## src/rtl/rtm_pkg.sv

```systemverilog
package rtm_pkg;

    localparam logic [1:0] ADDR_CTRL   = 2'd0;
    localparam logic [1:0] ADDR_RELOAD = 2'd1;
    localparam logic [1:0] ADDR_COUNT  = 2'd2;

    localparam logic [1:0] SRC_EVENT = 2'd3;

    typedef struct packed {
        logic [1:0] clk_sel;
        logic       spare;
        logic [1:0] edge_sel;
        logic       out_en;
        logic       out_inv;
        logic       auto_rl;
        logic       irq_en;
        logic       flag;
        logic       run;
    } ctl_t;

    function automatic logic [15:0] ctl_word(input ctl_t c);
        return {4'b0000, c.clk_sel, c.spare, c.edge_sel, c.out_en, c.out_inv,
                c.auto_rl, c.irq_en, c.flag, c.run, 1'b0};
    endfunction

endpackage

```

## src/rtl/rtm_prescale.sv

```systemverilog
module rtm_prescale #(
    parameter int L0 = 1,
    parameter int L1 = 3,
    parameter int L2 = 5
) (
    input  logic       clk,
    input  logic       rst_n,
    input  logic       clear,
    input  logic [1:0] sel,
    output logic       tick
);
    localparam int PW = L2;

    logic [PW-1:0] cnt_d, cnt_q;
    logic [PW-1:0] mask;

    always_comb begin
        cnt_d = clear ? '0 : cnt_q + PW'(1);
        case (sel)
            2'd0:    mask = PW'((1 << L0) - 1);
            2'd1:    mask = PW'((1 << L1) - 1);
            default: mask = PW'((1 << L2) - 1);
        endcase
        tick = (cnt_q & mask) == mask;
    end

    always_ff @(posedge clk or negedge rst_n) begin
        if (!rst_n) cnt_q <= '0;
        else        cnt_q <= cnt_d;
    end
endmodule

```

## src/rtl/rtm_evsync.sv

```systemverilog
module rtm_evsync #(
    parameter int SYNC = 2
) (
    input  logic       clk,
    input  logic       rst_n,
    input  logic       evt_in,
    input  logic [1:0] edge_sel,
    output logic       pulse
);
    logic [SYNC:0] sh_d, sh_q;
    logic          rise, fall;

    always_comb begin
        sh_d  = {sh_q[SYNC-1:0], evt_in};
        rise  = sh_q[SYNC-1] & ~sh_q[SYNC];
        fall  = ~sh_q[SYNC-1] & sh_q[SYNC];
        pulse = (edge_sel[0] & rise) | (edge_sel[1] & fall);
    end

    always_ff @(posedge clk or negedge rst_n) begin
        if (!rst_n) sh_q <= '0;
        else        sh_q <= sh_d;
    end
endmodule

```

## src/rtl/reload_timer.sv

```systemverilog
module reload_timer
    import rtm_pkg::*;
#(
    parameter int DW = 16,
    parameter int AW = 2
) (
    input  logic          clk,
    input  logic          rst_n,
    input  logic [AW-1:0] bus_addr,
    input  logic          bus_we,
    input  logic [1:0]    bus_be,
    input  logic [DW-1:0] bus_wdata,
    output logic [DW-1:0] bus_rdata,
    input  logic          evt_in,
    output logic          irq,
    output logic          tout
);
    localparam logic [DW-1:0] ONE = DW'(1);

    typedef struct packed {
        ctl_t          ctl;
        logic [DW-1:0] count;
        logic [DW-1:0] reload;
        logic          active;
        logic          tog;
    } st_t;

    st_t st_d, st_q;

    logic pre_tick, ev_pulse, src_tick;
    logic wr_ctrl, wr_lo, wr_hi, unlocked;
    logic start_req, cnt_tick, uflow;

    // aliases for the bound checker
    logic          run_q, active_q, flag_q, auto_rl_q, out_en_q;
    logic [DW-1:0] count_q, reload_q;
    logic [8:0]    locked_q;

    rtm_prescale u_pre (
        .clk   (clk),
        .rst_n (rst_n),
        .clear (start_req),
        .sel   (st_q.ctl.clk_sel),
        .tick  (pre_tick)
    );

    rtm_evsync u_ev (
        .clk      (clk),
        .rst_n    (rst_n),
        .evt_in   (evt_in),
        .edge_sel (st_q.ctl.edge_sel),
        .pulse    (ev_pulse)
    );

    always_comb begin
        st_d      = st_q;
        wr_ctrl   = bus_we && (bus_addr == ADDR_CTRL);
        wr_lo     = wr_ctrl && bus_be[0];
        wr_hi     = wr_ctrl && bus_be[1];
        unlocked  = !st_q.ctl.run;
        start_req = wr_lo && bus_wdata[0] && bus_wdata[1];
        src_tick  = (st_q.ctl.clk_sel == SRC_EVENT) ? ev_pulse : pre_tick;
        cnt_tick  = st_q.ctl.run && st_q.active && src_tick;
        uflow     = cnt_tick && (st_q.count == '0);

        if (wr_hi && unlocked)
            {st_d.ctl.clk_sel, st_d.ctl.spare, st_d.ctl.edge_sel[1]} = bus_wdata[11:8];
        if (wr_lo && unlocked)
            {st_d.ctl.edge_sel[0], st_d.ctl.out_en, st_d.ctl.out_inv,
             st_d.ctl.auto_rl, st_d.ctl.irq_en} = bus_wdata[7:3];
        if (wr_lo)
            st_d.ctl.run = bus_wdata[1];

        if (wr_lo && !bus_wdata[2])
            st_d.ctl.flag = 1'b0;
        if (uflow)
            st_d.ctl.flag = 1'b1;

        if (bus_we && bus_addr == ADDR_RELOAD) begin
            if (bus_be[0]) st_d.reload[7:0]  = bus_wdata[7:0];
            if (bus_be[1]) st_d.reload[15:8] = bus_wdata[15:8];
        end

        if (cnt_tick) begin
            if (uflow) begin
                if (st_q.ctl.auto_rl) begin
                    st_d.count = st_q.reload;
                    st_d.tog   = ~st_q.tog;
                end else begin
                    st_d.active = 1'b0;
                end
            end else begin
                st_d.count = st_q.count - ONE;
            end
        end

        if (start_req) begin
            st_d.count  = st_q.reload;
            st_d.active = 1'b1;
            st_d.tog    = 1'b0;
        end
        if (!st_d.ctl.run)
            st_d.active = 1'b0;
    end

    always_ff @(posedge clk or negedge rst_n) begin
        if (!rst_n) st_q <= '0;
        else        st_q <= st_d;
    end

    always_comb begin
        case (bus_addr)
            ADDR_CTRL:   bus_rdata = ctl_word(st_q.ctl);
            ADDR_RELOAD: bus_rdata = st_q.reload;
            ADDR_COUNT:  bus_rdata = st_q.count;
            default:     bus_rdata = '0;
        endcase
        irq  = st_q.ctl.flag && st_q.ctl.irq_en;
        tout = st_q.ctl.out_en &&
               ((st_q.ctl.auto_rl ? st_q.tog : st_q.active) ^ st_q.ctl.out_inv);

        run_q     = st_q.ctl.run;
        active_q  = st_q.active;
        flag_q    = st_q.ctl.flag;
        auto_rl_q = st_q.ctl.auto_rl;
        out_en_q  = st_q.ctl.out_en;
        count_q   = st_q.count;
        reload_q  = st_q.reload;
        locked_q  = {st_q.ctl.clk_sel, st_q.ctl.spare, st_q.ctl.edge_sel,
                     st_q.ctl.out_en, st_q.ctl.out_inv, st_q.ctl.auto_rl, st_q.ctl.irq_en};
    end
endmodule

```

## config.mk

```make
export PLATFORM = sky130hd
export DESIGN_NAME = reload_timer
export DESIGN_NICKNAME = d
export VERILOG_FILES = /design/src/rtl/rtm_pkg.sv /design/src/rtl/rtm_prescale.sv /design/src/rtl/rtm_evsync.sv /design/src/rtl/reload_timer.sv
export SDC_FILE = /design/constraint.sdc
export NUM_CORES = 1
export LEC_CHECK = 0
export BUFFER_PORTS_ARGS = -buffer_cell sky130_fd_sc_hd__buf_4
export CELL_PAD_IN_SITES_DETAIL_PLACEMENT = 1
export CELL_PAD_IN_SITES_GLOBAL_PLACEMENT = 1
export CORE_MARGIN = 5
export CORE_UTILIZATION = 45
export CTS_CLUSTER_DIAMETER = 50
export DETAILED_ROUTE_END_ITERATION = 16
export GPL_ROUTABILITY_DRIVEN = 0
export PLACE_DENSITY = 0.78
export SYNTH_ARGS = -nofsm -noshare
export SYNTH_HDL_FRONTEND = slang
export SYNTH_HIERARCHICAL = 1
export SYNTH_SLANG_ARGS = --single-unit
export TNS_END_PERCENT = 1
```

## constraint.sdc

```tcl
create_clock -name clk -period 2.6 [get_ports clk]
set_input_delay 0.52 -clock clk [delete_from_list [all_inputs] [get_ports clk]]
set_output_delay 0.52 -clock clk [all_outputs]
set_load 0.05 [all_outputs]
```

# Word-level counts from Yosys, hierarchy flattened

Cells that the tools add are included.

Bits in registers: 53
Input port bits: 24
Logic and storage cells: 84

$add $sub $neg: 2
Equal/unequal tests: 9
Mux-type cells: 18
Bitwise logic cells: 10
Reductions and logical operators: 28

Operators by type and width:

| cell                    | count |
|---|---|
| $mux W16                | 4 |
| $pmux W16 S3            | 1 |
| $logic_not A16 Y1       | 1 |
| $sub A16 B1 Y16 const B | 1 |
| $logic_and A1 B1 Y1     | 14 |
| $pmux W5 S2             | 1 |
| $mux W1                 | 8 |
| $reduce_bool A2 Y1      | 4 |
| $mux W2                 | 3 |
| $ne A3 B1 Y1 const B    | 2 |
| $ne A3 B2 Y1 const B    | 2 |
| $reduce_and A2 Y1       | 3 |
| $reduce_and A3 Y1       | 2 |
| $add A5 B1 Y5 const B   | 1 |
| $and A5 B5 Y5           | 1 |
| $eq A5 B5 Y1            | 1 |
| $mux W5                 | 1 |
| $and A1 B1 Y1           | 4 |
| $eq A2 B1 Y1 const B    | 2 |
| $eq A2 B2 Y1 const B    | 2 |
| $logic_not A2 Y1        | 2 |
| $not A1 Y1              | 3 |
| $logic_not A1 Y1        | 2 |
| $or A1 B1 Y1            | 1 |
| $xor A1 B1 Y1           | 1 |

# Depth between registers and ports, before layout

Gate-level depths: netlist of run 1.

Word-level depth: 11
Mapped depth: 8

# By module

The synthesis of run 1 kept the hierarchy.

Modules (own cells, without submodules):

| module       | times used | cells an instance | area each (um^2) | seq. area each (um^2) |
|---|---|---|---|---|
| reload_timer | 1          | 255               | 2,597.5          | 1,126.1 |
| rtm_prescale | 1          | 21                | 245.2            | 125.1 |
| rtm_evsync   | 1          | 6                 | 95.1             | 75.1 |

# Worst setup path before layout of run 1

OpenSTA, ideal clock, no wires.

Kind: in2out
Start point: in bus_addr[0]
End point: out bus_rdata[10]
Arrival: 2.430 ns
Required time: 2.080 ns
Path slack: -0.350 ns
Stages: 4
Path buffers: 2
Cell sequence: clkbuf_1 buf_1 mux2i_1 o21ai_0

Longest elaborated chain between the ends: 2
Elaborated cells between the ends (all ways): 4
Those cells by class: eq/ne (2); mux (1); reduce/logical (1)

RTL lines:

| what                                       | line                | source |
|---|---|---|
| from (decl)                                | reload_timer.sv:9   | `input logic [AW-1:0] bus_addr,` |
| $eq A2 B2 Y1, or another cell as far along | reload_timer.sv:112 | `case (bus_addr)` |
| $pmux W16 S3 (*)                           | reload_timer.sv:112 |  |
| to (decl)                                  | reload_timer.sv:13  | `output logic [DW-1:0] bus_rdata,` |

Every way passes the cells marked *; elsewhere a longest branch is shown, timed or not.

# Worst setup path after layout of run 1

Start point: reg st_q (netlist bit count_q[0])
End point: reg st_q (netlist bit count_q[6])

Longest elaborated chain between the ends: 5
Elaborated cells between the ends (all ways): 8
Those cells by class: add/sub (1); eq/ne (1); mux (3); reduce/logical (3)

RTL lines:

| what                                                    | line                | source |
|---|---|---|
| from (decl)                                             | reload_timer.sv:28  | `st_t st_d, st_q;` |
| from (signal assigned)                                  | reload_timer.sv:108 | `else st_q <= st_d;` |
| branches (longest 5 deep; another with $sub A16 B1 Y16) | --                  |  |

Several ways; the timed one is not identified. The select of a mux whose other input is x is not followed.
A chain may end at the register's enable or synchronous reset.

==> impl_summary.md, run 1 <==
Pwr
In this run the power density over the cells is 766 nW/um2. The highest ir drop seen on vdd is 0.350 mV. The leakage power total is 1.67 nW.

Clocking
The maximum buffer depth of the clock tree is 2. The latest clock arrival within the worst-skew pair is 0.31 ns. The root buffer selected by CTS is clkbuf_8.

The register clock-pin slew on the reported worst setup and hold paths is 0.10 ns. Counting every sink on the clock net gives 53. The clock tree from TritonCTS is done. Clock tree synthesis inserted a total of 5 buffers. The number of H-tree levels is 2.

GRT
Entering global routing, the biggest net connects 54 pins. The first global-routing pass estimated 13800 um of wire. The total global routing track utilization is 20.5%. The remaining global-route overflow is 0. The via count of the first global-routing pass is 2652. The initial antenna violation count was 0.

Synth
Ranked by instance count, the synthesized netlist is headed by dfrtp_1 (53), nand2_1 (32), mux2_2 (31). A synthesized cell averages 10.4 um2. The number of enable flip-flop cells after synthesis is 0. After technology mapping, the gate count stands at 282. For this run, the register share of the synthesized area comes to 45.1%.

The async set or reset register ratio after synthesis is 100%. The synthesized netlist occupies a cell area of 2940 um2. For this run, the leading register cell type out of synthesis is dfrtp_1.

The most frequent cell after synthesis is dfrtp_1. In the post-synthesis netlist, the biggest area contributors are dfrtp_1 (45%), mux2_2 (12%), mux2i_1 (4.8%). Yosys printed 6 warnings.

The net count after synthesis is 309. Counting flops and latches in the post-synthesis netlist gives 53. After synthesis, the largest area contributor takes up 45.1% of total cell area. dfrtp_1 takes more of the synthesized area than any other cell. The number of distinct standard cells referenced by the synthesized netlist is 57.

Setup path
STA classifies the critical path endpoint as a flop. Among cell families on the critical path, the largest total delay comes from simple AND/OR/NAND/NOR gates. The critical path arrival is 2.67 ns. The largest individual stage delay along the critical path comes from the cell or4b_1. Along the worst path, the maximum fanout reaches 15. The critical path contains buffers and inverters numbering 3 combined. The kind of start point of the critical path is a flop.

For this run, the slowest stage of the critical path takes 0.48 ns. Tracing the worst setup path back leads to its startpoint at count_q[0]. Among the stages of the critical path, the cell type that occurs most often is buf_4. The required time of the critical path is 2.81 ns.

The reg-to-reg startpoint is count_q[0]. The kind of critical path is flop to flop. Traced cell by cell, the critical path runs through inv_1 > ha_1 > or4b_1 > nor4_4 > buf_4 > o2bb2ai_4 > buf_4 > a21oi_1 > o22a_1.

Finish
Compared with the post-synthesis result, the final layout area differs by 24.1%. For this run, the post-layout net count is 375. The count of antenna diodes in the layout is 0.

The total of fill cells in the finished design is 685. In the final layout, the share of cells above drive strength 1 is 35.2%.

STA
The shortest period the worst path allows is 2.46 ns. The final number of max-transition violations is 0. The relative slew slack is 53.3%. The setup clock skew after layout is 0.00862 ns. Of the available clock period, the critical path in the final layout requires 94.5%. The hold violation total from the final report is 0.

The maximum clock frequency is 0.407 GHz. In the final timing run, aggregate negative setup slack is 0 ns. The final critical-path setup slack is 0.143 ns. Setup violations remaining at the end of the flow were counted as 0. At the pin with the least slew margin, the transition time is 0.700 ns.

Die
The area of the core is 6350 um2. The floorplan step set the die width to 90.8 um. The initial core utilization is 46.3%. For this design the top-level I/O count stands at 42. The number of rows created at floorplan is 29. The floorplan step defined a die boundary enclosing 8240 um2. From bottom edge to top edge, the die measures 90.8 um.

Detailed routing
The count of unresolved DRC violations after routing is 0. The number of routed nets with antenna violations is 0. The via total after detailed routing is 2448.

The mean routed wirelength per cell is 19.4 um. The iteration count of the initial detailed-routing pass is 4. The count of routing violations after the opening detailed-route iteration is 113. Dividing the detail-routed via count by the number of cells gives 5.75. The final wirelength is 8260 um.

Run status
The run finished with clean final reports.

Placement
The number of buffers added on ports is 41. Detailed placement ended at an HPWL of 6000 um. The post-placement worst setup slack is 0.0689 ns.

Job
Across the run, the number of max-cap violations was 0.

Worst hold path
The class of the tightest hold or removal check is input pin to asynchronous set/reset pin.
## worst paths after layout
kind	end	cells after the start	slack (ns)
setup / recovery	count_q[6]	9	0.14
hold / removal	reload_q[2]	1	0.24
setup reg to reg	count_q[6]	9	0.14
hold reg to reg	u_ev/sh_q[1]	0	0.36
max in group asynchronous	count_q[8]	1	1.89
min in group clk	u_ev/sh_q[0]	1	0.31
## metal layers
layer / GRT usage [%] / vias to the layer above / wire length (um)
li1: - / 1165 / -
met1: 28.3 / 1228 / 3770
met2: 33.6 / 45 / 4020
met3: 3.33 / 10 / 342
met4: 5.01 / 0 / 124
met5: 0 / - / 0
## registers in the layout, summed over array words and instances, names as in the netlist
register     flops
count_q         16
reload_q        16
locked_q         7
u_pre/cnt_q      5
u_ev/sh_q        3
active_q         1
auto_rl_q        1
flag_q           1
out_en_q         1
run_q            1
st_q             1
## timing repair
action,4_1_cts,5_1_grt
setup buffers,0,1
hold buffers,0,0
resized for setup,0,4
setup endpoints to repair,0,12
## through the flow
stage               power [mW]  cells  hold slack, ns  cell area, um2  utilization, %
floorplan                 1.86    282           0.224            2940               -
global placement          2.18    417           0.345            3500            55.1
detailed placement        2.22    417           0.343            3500            55.1
CTS                       2.80    425           0.267            3610            56.9
global route              2.97    426           0.295            3650            57.4
finish                    2.79    426           0.236            3650            57.4
## placed cells by master, fill, tap and decap left out, types with 2 or more instances in the layout
| master | netlist | final |
|---|---|---|
| buf_4 | 0 | 71 |
| dfrtp_1 | 53 | 53 |
| nand2_1 | 32 | 31 |
| mux2_2 | 31 | 31 |
| mux2i_1 | 14 | 14 |
| nor2_1 | 14 | 14 |
| o21ai_0 | 13 | 12 |
| nand3_1 | 10 | 10 |
| inv_1 | 9 | 9 |
| a21oi_1 | 10 | 9 |
| o22a_1 | 6 | 6 |
| nor2b_1 | 5 | 5 |
| a22o_1 | 5 | 5 |
| nor3_1 | 5 | 5 |
| clkbuf_8 | 0 | 5 |
| nor4_1 | 4 | 4 |
| o22ai_1 | 4 | 4 |
| o21ai_1 | 2 | 3 |
| or3_1 | 3 | 3 |
| a32oi_1 | 3 | 3 |
| ha_1 | 3 | 3 |
| and2_1 | 2 | 2 |
| xnor2_1 | 2 | 2 |
| or4_4 | 2 | 2 |
| or4_1 | 2 | 2 |
| a21o_1 | 2 | 2 |
| a22oi_1 | 2 | 2 |
| nand3b_1 | 2 | 2 |
| o221ai_1 | 2 | 2 |
| and3_1 | 2 | 2 |
| mux2_4 | 2 | 2 |
## area by class of cell
class / instances / area, um2 / share of cell area, %
Clock buffer: 6 / 72.6 / 1.99
Timing Repair Buffer: 71 / 533 / 14.6
Clock inverter: 2 / 38.8 / 1.06
Tap cell: 77 / 96.3 / 2.64
Sequential cell: 53 / 1330 / 36.4
Multi-Input combinational cell: 207 / 1540 / 42.3
Inverter: 10 / 37.5 / 1.03
## logic make-up after synthesis
kind of cell	Yosys count	share of synthesized area, %
muxes	47	17.7
buffers and inverters	22	3.28
DFF	53	45.1
xor gates and xnor gates	3	0.895
adders and majority gates	3	1.28
and+or+nand+nor	91	16.5
AOI/OAI and AO/OA	63	15.2
## power breakdown
group	switching, mW	internal (mW)	leakage, nW
registers	0.181	1.02	0.630
clock network	0.285	0.290	0.0554
logic	0.571	0.450	0.986
total	1.04	1.76	1.67
(Power assumes the default switching activity.)
==> run 2: changes to the inputs <==
Settings changed: CTS_BUF_LIST from default to sky130_fd_sc_hd__clkbuf_16.
==> run 2 against run 1 <==
Critical path depth is 4 lower. Flip-flop and latch count stayed put. Sequential power hardly changed. Fmax is 2.5% lower. Combinational power hardly changed. Worst setup slack worse by 0.063 ns. Highest routed layer unchanged. Cell count is 0.23% lower. Critical endpoint is now count_q[4]. Hold slack better by 0.034 ns.
==> impl_summary.md, run 2 (synthesis results as in run 1) <==
Finish
The layout overhead on the synthesized area came to 25.4% (was 24.1%). The count of antenna diodes in the layout was 0 (unchanged). The most common library cell in the layout ignoring fill and taps is buf_4 (unchanged).

The cell area after layout is 3680 um2 (was 3650 um2). The flip-flop and latch area is 1330 um2 (unchanged). The total of fill cells in the finished design is 695 (was 685). The share of layout cells above drive strength 1 came to 34.8% (was 35.2%). The post-route core utilization is 58.0% (was 57.4%). Most frequent cells in the layout: buf_4 (70), dfrtp_1 (53), nand2_1 (32) (was buf_4 (71), dfrtp_1 (53), nand2_1 (31), mux2_2 (31)). The area of the multi-input gates is 1530 um2 (was 1540 um2). The layout net count is 374 (was 375).

Die
The number of placed I/O pins is 42 (unchanged). The die outline height is 90.8 um (unchanged). The initial core utilization is 46.3% (unchanged). The horizontal die dimension is 90.8 um (unchanged). The area of the core is 6350 um2 (unchanged).

The number of rows created at floorplan is 29 (unchanged). The die footprint is 8240 um2 (unchanged).

Clocking
The register clock-pin slew on the reported worst setup and hold paths was 0.07 ns (was 0.10 ns). The latest clock arrival within the worst-skew pair was 0.30 ns (was 0.31 ns). The total clock sinks is 53 (unchanged). The clock tree from TritonCTS is done (unchanged). The root buffer selected by CTS is clkbuf_16 (was clkbuf_8).

The number of H-tree levels is 2 (unchanged). The maximum buffer depth of the clock tree was 2 (unchanged). The number of buffers inserted during clock tree synthesis is 5 (unchanged). The post-CTS setup buffer count was 0 (unchanged). The post-CTS resize count is 0 (unchanged). The total of hold buffers inserted after clock tree synthesis was 0 (unchanged).

Setup path
The maximum cell stage delay along the critical path came to 0.60 ns (was 0.48 ns). The highest net fanout along the worst path is 16 (was 15). The slowest stage cell on the critical path was or4_4 (was or4b_1). Ordered list of cells on the worst path: or4_4 > nor4_4 > a21oi_2 > mux2_2 > o22a_1 (was inv_1 > ha_1 > or4b_1 > nor4_4 > buf_4 > o2bb2ai_4 > buf_4 > a21oi_1 > o22a_1). The critical path arrival is 2.70 ns (was 2.67 ns). The kind of start point of the critical path is a flop (unchanged). The buffers plus inverters on the worst setup path is 0 (was 3). The critical path's top delay family is simple AND/OR/NAND/NOR gates (unchanged).

The critical path capture point type is a flop (unchanged). The kind of critical path is flop to flop (unchanged). The required time of the critical path is 2.78 ns (was 2.81 ns).

STA
The relative slew slack is 43.6% (was 53.3%). The setup clock skew after layout came to 0.00617 ns (was 0.00862 ns). The count of final setup violators is 0 (unchanged).

The maximum clock frequency was 0.397 GHz (was 0.407 GHz). The period utilization is 96.9% (was 94.5%). The hold violation total from the final report was 0 (unchanged). Setup repair after global routing could not meet its margin everywhere.

The shortest period the worst path allows is 2.52 ns (was 2.46 ns). The transition time at the pin with the least slew margin was 0.846 ns (was 0.700 ns). The final number of max-transition violations is 0 (unchanged).

Detailed routing
The iteration count of the initial detailed-routing pass is 4 (unchanged). The number of vias per cell came to 5.83 (was 5.75). The final wirelength was 8280 um (was 8260 um). The count of routing violations after the opening detailed-route iteration was 155 (was 113). The mean routed wirelength per cell was 19.5 um (was 19.4 um).

The count of unresolved DRC violations after routing is 0 (unchanged). The number of routed nets with antenna violations came to 0 (unchanged). The via total after detailed routing was 2477 (was 2448).

GRT
The pin count of the biggest net entering global routing was 54 (unchanged). The wire length of the first global-routing pass came to 14000 um (was 13800 um). The remaining global-route overflow came to 0 (unchanged). The initial antenna violation count is 0 (unchanged). The via count of the first global-routing pass came to 2686 (was 2652).

The total global routing track utilization is 20.8% (was 20.5%).

Pwr
The highest ir drop seen on vdd is 0.383 mV (was 0.350 mV). The power density over the cells was 811 nW/um2 (was 766 nW/um2). The total power draw is 2.99 mW (was 2.79 mW). The leakage power total is 1.69 nW (was 1.67 nW).

Placement
The post-DP HPWL is 6000 um (unchanged). The cell area reported after detailed placement came to 3500 um2 (unchanged). The number of buffers added on ports was 41 (unchanged).

Run status
Outcome: completed (unchanged).

Worst hold path
The class of the tightest hold or removal check is input pin to asynchronous set/reset pin (unchanged).

Job
The reported max-cap violation count was 0 (unchanged).
[run 2: final timing paths]
kind	startpoint	endpoint	depth (start not counted)	slack [ns]
min in group clk	evt_in	u_ev/sh_q[0]	1	0.33
min reg2reg	u_ev/sh_q[0]	u_ev/sh_q[1]	0	0.36
max	count_q[9]	count_q[4]	5	0.08
max in group asynchronous	rst_n	run_q	1	1.86
max reg2reg	count_q[9]	count_q[4]	5	0.08
min	rst_n	reload_q[1]	1	0.27
[run 2: layer usage]
layer | global-route usage (%) | vias to the layer above | routed length [um]
met5 | 0 | - | 0
met3 | 3.25 | 9 | 297
li1 | - | 1164 | -
met1 | 28.6 | 1243 | 3900
met4 | 5.87 | 0 | 94
met2 | 33.9 | 61 | 3980
[run 2: power breakdown]
part	switching [mW]	internal (mW)	total, mW
logic	0.571	0.450	1.02
clock network	0.316	0.453	0.769
registers	0.181	1.02	1.20
total	1.07	1.92	2.99
[run 2: area by class of cell]
cell class,instances,area share (%)
Clock buffer,5,3.40
Clock inverter,3,1.15
Inverter,10,1.02
Multi-Input combinational cell,207,41.6
Sequential cell,53,36.0
Tap cell,77,2.61
Timing Repair Buffer,70,14.3
[run 2: per-stage QoR]
stage / std cells / hold WS [ns] / TNS [ns] / setup slack (ns)
after detailed placement: 417 / 0.343 / 0 / 0.0689
after global placement: 417 / 0.345 / 0 / 0.159
after floorplan: 282 / 0.224 / -3.15 / -0.350
final: 425 / 0.270 / 0 / 0.0808
after global routing: 425 / 0.323 / -0.496 / -0.0712
after CTS: 425 / 0.299 / 0 / 0.0173
[run 2: worst register-to-register path: stages (launching register included)]
cell and delay [ns]:
dfrtp_1 0.44, or4_4 0.60, nor4_4 0.50, a21oi_2 0.32, mux2_2 0.35, o22a_1 0.19
